[src/rtl/sdram_init_pkg.sv]
package sdram_init_pkg;

   // Command pin encodings, packed as {cs_n, ras_n, cas_n, we_n}
   typedef enum logic [3:0] {
      CMD_MRS = 4'b0000,
      CMD_REF = 4'b0001,
      CMD_PRE = 4'b0010,
      CMD_NOP = 4'b0111
   } sdr_cmd_e;

   typedef enum logic [2:0] {
      ST_PWR,
      ST_PRE,
      ST_MRS,
      ST_REF,
      ST_DONE,
      ST_WAKE
   } init_st_e;

   // Minimum time in ns to whole clock cycles, rounded up
   function automatic int unsigned ns_to_cycles(input int unsigned t_ns,
                                                input int unsigned clk_ps);
      return (t_ns * 1000 + clk_ps - 1) / clk_ps;
   endfunction

   function automatic int unsigned max2(input int unsigned a, input int unsigned b);
      return (a > b) ? a : b;
   endfunction

endpackage

[src/rtl/sdram_init_timer.sv]
module sdram_init_timer #(
   parameter int unsigned CNT_W   = 8,
   parameter int unsigned RST_VAL = 0
) (
   input  logic             clk,
   input  logic             rst,
   input  logic             load,
   input  logic [CNT_W-1:0] load_val,
   output logic             zero
);

   logic [CNT_W-1:0] cnt_q;

   always_ff @(posedge clk) begin
      if (rst)
         cnt_q <= CNT_W'(RST_VAL);
      else if (load)
         cnt_q <= load_val;
      else if (cnt_q != '0)
         cnt_q <= cnt_q - 1'b1;
   end

   assign zero = (cnt_q == '0);

endmodule

[src/rtl/sdram_init_refcnt.sv]
module sdram_init_refcnt #(
   parameter int unsigned N_INIT = 8,
   parameter int unsigned N_WAKE = 2
) (
   input  logic clk,
   input  logic rst,
   input  logic clr,
   input  logic inc,
   input  logic sel_wake,
   output logic last
);

   localparam int unsigned N_MAX = (N_INIT > N_WAKE) ? N_INIT : N_WAKE;
   localparam int unsigned RW    = $clog2(N_MAX + 1);

   logic [RW-1:0] cnt_q;
   logic [RW-1:0] target;

   always_ff @(posedge clk) begin
      if (rst || clr)
         cnt_q <= '0;
      else if (inc)
         cnt_q <= cnt_q + 1'b1;
   end

   assign target = sel_wake ? RW'(N_WAKE - 1) : RW'(N_INIT - 1);
   assign last   = (cnt_q == target);

endmodule

[src/rtl/sdram_init_cmd_enc.sv]
module sdram_init_cmd_enc
   import sdram_init_pkg::*;
#(
   parameter int unsigned ADDR_W = 12,
   parameter int unsigned AP_BIT = 10,
   parameter logic [ADDR_W-1:0] MODE_OPCODE = '0
) (
   input  init_st_e          st,
   input  logic              fire,
   output logic              cs_n,
   output logic              ras_n,
   output logic              cas_n,
   output logic              we_n,
   output logic [ADDR_W-1:0] addr
);

   localparam logic [ADDR_W-1:0] PRE_ALL_ADDR = ADDR_W'(1) << AP_BIT;

   sdr_cmd_e cmd;

   always_comb begin
      cmd  = CMD_NOP;
      addr = '0;
      if (fire) begin
         unique case (st)
            ST_PRE: begin
               cmd  = CMD_PRE;
               addr = PRE_ALL_ADDR;
            end
            ST_MRS: begin
               cmd  = CMD_MRS;
               addr = MODE_OPCODE;
            end
            ST_REF, ST_WAKE: cmd = CMD_REF;
            default: cmd = CMD_NOP;
         endcase
      end
   end

   assign {cs_n, ras_n, cas_n, we_n} = cmd;

endmodule

[src/rtl/sdram_init_fsm.sv]
module sdram_init_fsm
   import sdram_init_pkg::*;
#(
   parameter bit          MRS_FIRST = 1'b1,
   parameter int unsigned TW        = 8,
   parameter int unsigned RP_C      = 1,
   parameter int unsigned MRD_C     = 1,
   parameter int unsigned RFC_C     = 1
) (
   input  logic          clk,
   input  logic          rst,
   input  logic          wake_req,
   input  logic          zero,
   input  logic          last,
   output init_st_e      st,
   output logic          fire,
   output logic          load,
   output logic [TW-1:0] load_val,
   output logic          rc_inc,
   output logic          rc_clr,
   output logic          sel_wake,
   output logic          done
);

   init_st_e st_q, st_d;
   init_st_e after_pre, after_mrs, after_ref;

   // Step order variant
   generate
      if (MRS_FIRST) begin : g_mode_then_refresh
         assign after_pre = ST_MRS;
         assign after_mrs = ST_REF;
         assign after_ref = ST_DONE;
      end else begin : g_refresh_then_mode
         assign after_pre = ST_REF;
         assign after_ref = ST_MRS;
         assign after_mrs = ST_DONE;
      end
   endgenerate

   always_ff @(posedge clk) begin
      if (rst)
         st_q <= ST_PWR;
      else
         st_q <= st_d;
   end

   always_comb begin
      st_d     = st_q;
      load     = 1'b0;
      load_val = '0;
      rc_inc   = 1'b0;
      rc_clr   = 1'b0;
      unique case (st_q)
         ST_PWR: begin
            if (zero) st_d = ST_PRE;
         end
         ST_PRE: begin
            if (zero) begin
               st_d     = after_pre;
               load     = 1'b1;
               load_val = TW'(RP_C - 1);
            end
         end
         ST_MRS: begin
            if (zero) begin
               st_d     = after_mrs;
               load     = 1'b1;
               load_val = TW'(MRD_C - 1);
            end
         end
         ST_REF: begin
            if (zero) begin
               rc_inc   = 1'b1;
               load     = 1'b1;
               load_val = TW'(RFC_C - 1);
               if (last) begin
                  st_d   = after_ref;
                  rc_clr = 1'b1;
               end
            end
         end
         ST_WAKE: begin
            if (zero) begin
               rc_inc   = 1'b1;
               load     = 1'b1;
               load_val = TW'(RFC_C - 1);
               if (last) begin
                  st_d   = ST_DONE;
                  rc_clr = 1'b1;
               end
            end
         end
         ST_DONE: begin
            if (zero && wake_req) begin
               st_d   = ST_WAKE;
               rc_clr = 1'b1;
            end
         end
         default: st_d = ST_PWR;
      endcase
   end

   assign st       = st_q;
   assign fire     = zero && (st_q inside {ST_PRE, ST_MRS, ST_REF, ST_WAKE});
   assign sel_wake = (st_q == ST_WAKE);
   assign done     = (st_q == ST_DONE) && zero;

endmodule

[src/rtl/sdram_init_seq.sv]
module sdram_init_seq
   import sdram_init_pkg::*;
#(
   parameter int unsigned CLK_PS         = 4000,
   parameter int unsigned T_POWERUP_NS   = 200000,
   parameter int unsigned T_RP_NS        = 20,
   parameter int unsigned T_RFC_NS       = 70,
   parameter int unsigned T_MRD_NS       = 10,
   parameter int unsigned INIT_REFRESHES = 8,
   parameter int unsigned WAKE_REFRESHES = 2,
   parameter bit          MRS_FIRST      = 1'b1,
   parameter int unsigned ADDR_W         = 12,
   parameter int unsigned AP_BIT         = 10,
   parameter logic [ADDR_W-1:0] MODE_OPCODE = 12'h033
) (
   input  logic              clk,
   input  logic              rst,
   input  logic              wake_req,
   output logic              cke,
   output logic              dqm,
   output logic              cs_n,
   output logic              ras_n,
   output logic              cas_n,
   output logic              we_n,
   output logic [ADDR_W-1:0] addr,
   output logic              done,
   output logic              busy
);

   localparam int unsigned PWR_C = ns_to_cycles(T_POWERUP_NS, CLK_PS);
   localparam int unsigned RP_C  = ns_to_cycles(T_RP_NS, CLK_PS);
   localparam int unsigned RFC_C = ns_to_cycles(T_RFC_NS, CLK_PS);
   localparam int unsigned MRD_C = ns_to_cycles(T_MRD_NS, CLK_PS);
   localparam int unsigned MAX_C = max2(max2(PWR_C, RP_C), max2(RFC_C, MRD_C));
   localparam int unsigned TW    = $clog2(MAX_C + 1);

   // Elaboration-time parameter checks
   generate
      if (CLK_PS == 0) begin : g_bad_clk
         $error("sdram_init_seq: CLK_PS must be nonzero");
      end
      if (INIT_REFRESHES < 8) begin : g_bad_init_ref
         $error("sdram_init_seq: INIT_REFRESHES must be at least 8");
      end
      if (WAKE_REFRESHES < 1) begin : g_bad_wake_ref
         $error("sdram_init_seq: WAKE_REFRESHES must be at least 1");
      end
      if (AP_BIT >= ADDR_W) begin : g_bad_ap_bit
         $error("sdram_init_seq: AP_BIT must lie inside the address bus");
      end
      if ((PWR_C == 0) || (RP_C == 0) || (RFC_C == 0) || (MRD_C == 0)) begin : g_bad_time
         $error("sdram_init_seq: every minimum time must be nonzero");
      end
   endgenerate

   logic          zero, last, fire, load, rc_inc, rc_clr, sel_wake;
   logic [TW-1:0] load_val;
   init_st_e      st;

   sdram_init_timer #(
      .CNT_W   (TW),
      .RST_VAL (PWR_C - 1)
   ) u_timer (
      .clk      (clk),
      .rst      (rst),
      .load     (load),
      .load_val (load_val),
      .zero     (zero)
   );

   sdram_init_refcnt #(
      .N_INIT (INIT_REFRESHES),
      .N_WAKE (WAKE_REFRESHES)
   ) u_refcnt (
      .clk      (clk),
      .rst      (rst),
      .clr      (rc_clr),
      .inc      (rc_inc),
      .sel_wake (sel_wake),
      .last     (last)
   );

   sdram_init_fsm #(
      .MRS_FIRST (MRS_FIRST),
      .TW        (TW),
      .RP_C      (RP_C),
      .MRD_C     (MRD_C),
      .RFC_C     (RFC_C)
   ) u_fsm (
      .clk      (clk),
      .rst      (rst),
      .wake_req (wake_req),
      .zero     (zero),
      .last     (last),
      .st       (st),
      .fire     (fire),
      .load     (load),
      .load_val (load_val),
      .rc_inc   (rc_inc),
      .rc_clr   (rc_clr),
      .sel_wake (sel_wake),
      .done     (done)
   );

   sdram_init_cmd_enc #(
      .ADDR_W      (ADDR_W),
      .AP_BIT      (AP_BIT),
      .MODE_OPCODE (MODE_OPCODE)
   ) u_enc (
      .st    (st),
      .fire  (fire),
      .cs_n  (cs_n),
      .ras_n (ras_n),
      .cas_n (cas_n),
      .we_n  (we_n),
      .addr  (addr)
   );

   assign cke  = 1'b1;
   assign dqm  = 1'b1;
   assign busy = ~done;

endmodule

[config.mk]
export PLATFORM = sky130hd
export DESIGN_NAME = sdram_init_seq
export DESIGN_NICKNAME = d
export VERILOG_FILES = /design/src/rtl/sdram_init_pkg.sv /design/src/rtl/sdram_init_timer.sv /design/src/rtl/sdram_init_refcnt.sv /design/src/rtl/sdram_init_cmd_enc.sv /design/src/rtl/sdram_init_fsm.sv /design/src/rtl/sdram_init_seq.sv
export SDC_FILE = /design/constraint.sdc
export NUM_CORES = 1
export LEC_CHECK = 0
export BUFFER_PORTS_ARGS = -buffer_cell sky130_fd_sc_hd__buf_2
export CAP_MARGIN = 25
export CORE_UTILIZATION = 57
export CTS_CLUSTER_SIZE = 8
export DETAILED_ROUTE_END_ITERATION = 8
export PLACE_DENSITY = 0.76
export SLEW_MARGIN = 20
export SYNTH_ARGS = -nofsm -noshare
export SYNTH_HDL_FRONTEND = slang
export SYNTH_HIERARCHICAL = 1
export SYNTH_SLANG_ARGS = --single-unit
export TNS_END_PERCENT = 10
[constraint.sdc]
create_clock -name clk -period 2.7 [get_ports clk]
set_input_delay 0.54 -clock clk [delete_from_list [all_inputs] [get_ports clk]]
set_output_delay 0.54 -clock clk [all_outputs]
set_load 0.005 [all_outputs]
# ---- Yosys cells after proc, flatten, opt, wreduce, memory -nomap -nowiden
# Index checks and enable logic that the tools add are counted.
dict set report word_totals {
  register_bits 23
  latchBits 0
  mem_bits_rw 0
  mem_bits_ro 0
  input_bits 3
  output_inout_bits 20
  memories 0
}
dict set report op_classes {
  n_addsub 2
  multipliers 0
  div 0
  magnitude_cmp 0
  eq_ne 12
  shift 0
  n_mux 25
  bitwise 1
  n_reduce_logical 12
}
# op count
set ops {}
lappend ops {{case mux 16 bit (3 select lines)} 1}
lappend ops {{2-to-1 mux 16 bit} 2}
lappend ops {{2-to-1 mux 3 bit} 8}
lappend ops {{case mux 11 bit (2 select lines)} 1}
lappend ops {{zero test 16 bit} 1}
lappend ops {{nonzero test 16 bit} 1}
lappend ops {{subtractor 16 x 1 -> 16 bit (second input constant)} 1}
lappend ops {{case mux 3 bit (5 select lines)} 1}
lappend ops {{2-to-1 mux 12 bit} 1}
lappend ops {{case mux 3 bit (3 select lines)} 1}
lappend ops {{!= test 2 x 1 -> 1 bit (second input constant)} 4}
lappend ops {{== test 3 x 2 -> 1 bit (second input constant)} 2}
lappend ops {{== test 3 bit (second input constant)} 2}
lappend ops {{2-to-1 mux 1 bit} 6}
lappend ops {{AND reduction 6 bit} 1}
lappend ops {{2-to-1 mux 5 bit} 1}
lappend ops {{adder 4 x 1 -> 4 bit (second input constant)} 1}
lappend ops {{== test 4 bit} 1}
lappend ops {{2-to-1 mux 4 bit} 1}
lappend ops {{!= test 2 bit (second input constant)} 2}
lappend ops {{nonzero test 4 bit} 1}
lappend ops {{OR reduction 4 bit} 1}
lappend ops {{== test 3 x 1 -> 1 bit (second input constant)} 1}
lappend ops {{logical AND 1 bit} 3}
lappend ops {{7 further kinds} 7}

# ---- Longest topological paths before layout
dict set report logic_depth {
  depth_word 7
  mapped_depth 11
}

# ---- By module
# The synthesis kept the hierarchy.
# module instances cells_each area_per_inst_um2 seq_area_each_um2
set by_module_without_submodules {}
lappend by_module_without_submodules {sdram_init_timer 1 105 918.4 320.3}
lappend by_module_without_submodules {sdram_init_fsm 1 47 336.6 60.1}
lappend by_module_without_submodules {sdram_init_refcnt 1 20 203.9 80.1}
lappend by_module_without_submodules {sdram_init_cmd_enc 1 21 166.4 0.0}
lappend by_module_without_submodules {sdram_init_seq 1 4 22.5 0.0}

# ---- Least setup slack after synthesis
# Ideal clock, no wire load.
dict set report synth_timing {
  path_kind {reg2reg}
  startpoint {register u_timer.cnt_q[11]}
  endpoint {register u_timer.cnt_q[10]}
  arrival_ns 2.441
  t_required_ns 2.622
  path_slack_ns 0.181
  stages_incl_launch_ff 11
  path_cell_list {dfxtp_1 -> or2_1 -> buf_6 -> or4_4 -> nor2_4 -> and2_1 -> buf_4 -> clkbuf_1 -> clkbuf_1 -> a211oi_1 -> nor3_1}
}
dict set report synth_via {
  elab_chain_len 4
  elab_cells_between_ends 6
  classes_between {3 x mux; 3 x reduce/logical}
}
# element line
set synth_lines {}
lappend synth_lines {{start: declaration} sdram_init_timer.sv:12} ;# logic [CNT_W-1:0] cnt_q;
lappend synth_lines {{start signal: assignment} sdram_init_timer.sv:16} ;# cnt_q <= CNT_W'(RST_VAL);
lappend synth_lines {{start signal: assignment} sdram_init_timer.sv:18} ;# cnt_q <= load_val;
lappend synth_lines {{start signal: assignment} sdram_init_timer.sv:20} ;# cnt_q <= cnt_q - 1'b1;
lappend synth_lines {{zero test 16 bit (*)} sdram_init_timer.sv:23} ;# assign zero = (cnt_q == '0);
lappend synth_lines {{via zero} sdram_init_seq.sv:56} ;# logic zero, last, fire, load, rc_inc, rc_clr, sel_wake;
lappend synth_lines {{2-to-1 mux 1 bit (*) (2 in series)} n/a}
lappend synth_lines {{via load} sdram_init_seq.sv:56}
lappend synth_lines {{2-to-1 mux 16 bit or nonzero test 2 bit (tied branches)} n/a}
# The timed path passes the listed nets; every way through them passes the cells marked *.
# A chain may end at the register's enable or synchronous reset.

# ---- Worst setup path after layout
dict set report layout_timing {
  startpoint {register u_timer.cnt_q[11]}
  endpoint {output busy}
}
dict set report layout_via {
  elab_chain_len 3
}
# element line
set layout_lines {}
lappend layout_lines {{zero test 16 bit} sdram_init_timer.sv:23}
lappend layout_lines {{via zero} sdram_init_seq.sv:56}
lappend layout_lines {{logical AND 1 bit} sdram_init_fsm.sv:107} ;# assign done = (st_q == ST_DONE) && zero;
lappend layout_lines {{NOT 1 bit} sdram_init_seq.sv:121} ;# assign busy = ~done;
lappend layout_lines {{end: declaration} sdram_init_seq.sv:27} ;# output logic busy
# The timed path passes the listed nets, and every way through them passes these cells.

==> metrics <==
status finished clean; Avg Vias per Cell 5.550; via count 1332; CTS sink count 23; R2R cell count 9; xor and xnor area share after synthesis 0.06378; routed len/inst 12.80 µm; first-pass GRT wire length between 5 and 6 mm; layout cell share with drive strength beyond 1 0.2010; Die Span Y about 56 µm; sequential fraction of the synthesis area 0.2794; die area between 0.003 and 0.004 mm²; worst r2r src u_fsm/st[2]; pre-CTS setup slack approximately 180 ps; Least-Margin Pin Slew 544.3 ps; Yosys top cell area share 0.2794; CTS root buffer clkbuf_4; DRC 0; Post-DRT Antenna Nets 0; syn_area_per_cell approximately 8.4 µm²; Site Rows 19; ant diodes 0; hold endpoint u_timer/cnt_q[12]; CP startpoint kind register; Data required, critical path 2160 ps; multi-input logic area 997.2 µm²; min cycle time layout approximately 2600 ps; initial antenna violation count 0; Pleak around 0.00064 µW; Distinct cells, synth 56; final setup fails 0; Worst Hold Path Cells 2; Placer Congestion between 0.7 and 0.8; final wirelength about 3.1 mm; Synth Area in Compound Gates 0.1648; I/O pin count 23; Clock Path Buffers 2; CTS H-Tree Depth 1; number of port buffers 12; crit path max fanout 11; clock skew ~3.5 ps; Syn. warnings 6; number of synthesized flops with an enable pin 0; GRT overflow 0; Hold Buf Count CTS 0; Area Growth Syn to Fin 2.733%; unrepaired setup endpoints after global routing yes; flop2flop setup slack 310 ps; Async S/R FF share, synth 0; r2r endpoint u_refcnt/cnt_q[3]; top post-synthesis cells by count buf_4 (28), dfxtp_1 (23), nor2_1 (13), nand2_1 (12), nor3_1 (11); CTS tree done; DRT iter0 DRCs between 40 and 50; VDD IR-drop max 0.0002684 V; Primary FF master, synth dfxtp_1; Relative slew margins 0.6341; top-count cell post-synth buf_4; gr usage total 0.2236; Cells after Synth a little under 200; leading area contributor after synthesis dfxtp_1; vias in the first global route between 1k and 1.5k; Final Cycle Share 0.9679; Hold Path Class register to register; hold path start u_timer/cnt_q[12]; Crit Path Class register to output port; Simple-Gate Fraction of Synth Area 0.2832; fraction of the mapped netlist area in adder cells 0.01519; die width 55.77 µm; CTS Buf Count 3; register area ~460 µm²; starting density of the core 0.5975; placed inst area roughly 0.0016 mm²; filler instances 232; worst skew pair latency approximately 310 ps; cell area after layout roughly 0.0017 mm²; fin. max-slew vios 0; Power Density 316.4 mW/mm²; crit path DAT ~2100 ps; fmax around 380 MHz; endpoints failing hold 0; DPL Wire Length ~2.2 mm; final setup margin a little under 90 ps; Post-Synthesis Cell Area 0.001648 mm²; CP endpoint kind output port; nets around 220; Synth Register Bits 23; mux cell area share after synthesis 0.02506; Max-Cap Viols 0; largest family of logic cells by synthesized area simple AND/OR/NAND/NOR gates; largest cells by area after synthesis dfxtp_1 (28%), buf_4 (13%), xnor2_1 (3.7%); Min Hold Slack approximately 510 ps; area of the core ~0.0028 mm²; Clock transition at path regs between 100 and 150 ps; largest net degree at the start of global routing 31; DRT Pass-1 Iters 4
-- per-stage QoR --
step | util | power [µW] | TNS [ps] | std cells
floorplan | - | 397.5 | 0 | 216
global placement | 0.5966 | 383.1 | 0 | 234
detailed placement | 0.5966 | 384.0 | 0 | 234
CTS | 0.6066 | 547.3 | 0 | 238
global route | 0.6139 | 566.9 | -12.32 | 240
finish | 0.6139 | 535.6 | 0 | 240
-- metal layers --
metal,track usage,vias to the layer above,share of wire
met5,0,-,0
met4,0.1250,0,0.022
met3,0.03023,4,0.030
met2,0.3769,27,0.47
met1,0.2739,624,0.47
li1,-,677,-
-- layout make-up --
| class | instances | area share |
|---|---|---|
| Tap cell | 31 | 0.02291 |
| Sequential cell | 23 | 0.2727 |
| Multi-Input combinational cell | 152 | 0.5891 |
| Inverter | 7 | 0.01552 |
| Timing Repair Buffer | 23 | 0.08426 |
| Clock buffer | 4 | 0.01552 |
-- what timing repair did --
item | in CTS | in global routing
setup endpoints to repair | 4 | 7
pin swaps | 0 | 1
buffers inserted | 0 | 2
gates resized for setup | 1 | 3
-- cells by family (layout without fill, tap and decap cells) --
logic type	Yosys count	in the layout
AND/OR/NAND/NOR	74	74
buffers and inverters	41	34
AO/OA/AOI/OAI	38	38
flip-flops	23	23
XOR/XNOR	12	12
multiplexers	4	4
other	3	22
adder cells (fa/ha/maj)	2	2
-- placed cells by master (no fill, tap or decap), drive strengths merged, types with 2 or more instances in the layout --
cell type,instances
and3b,2
buf,23
and2,2
nand2b,3
o21ai,5
conb,22
inv,7
nand3,2
xnor2,7
nor4,4
ha,2
mux2i,3
o211ai,3
nor2b,3
a221oi,2
o31ai,3
xor2,5
or4,2
nand2,14
o32ai,2
nor2,14
dfxtp,23
nand3b,5
nor3b,2
or2,2
nor3,11
a21oi,11
a221o,3
clkbuf,4
a211oi,2
nand4b,2
-- sequential cells by signal, summed over array words and instances, names as in the netlist --
register        cells
u_timer/cnt_q      16
u_refcnt/cnt_q      4
u_fsm/st            3
-- where the power goes --
part           switching, µW  total [µW]  internal, µW
sequential              4.14         347           343
combinational           20.6        30.4          9.78
clock                    100         158          57.9
-- worst max path at each step --
stage	startpoint	end	slack, ps	cells past startpoint
2_1_floorplan	u_timer/cnt_q[11]	u_timer/cnt_q[10]	180	10
3_3_place_gp	u_fsm/st[2]	u_refcnt/cnt_q[3]	280	9
3_5_place_dp	u_fsm/st[2]	u_refcnt/cnt_q[3]	180	9
4_1_cts	u_timer/cnt_q[11]	busy	7	8
5_1_grt	u_timer/cnt_q[11]	busy	-10	8
6_report	u_timer/cnt_q[11]	busy	90	8
-- critical path, cell delays in order, from the launching register on --
cell and delay (ps):
dfxtp_1 350, or2_4 280, or4_4 440, nor2_4 120, buf_4 190, nand2_1 90
nor2_1 120, inv_1 50, buf_2 120
(Power assumes the default switching activity.)
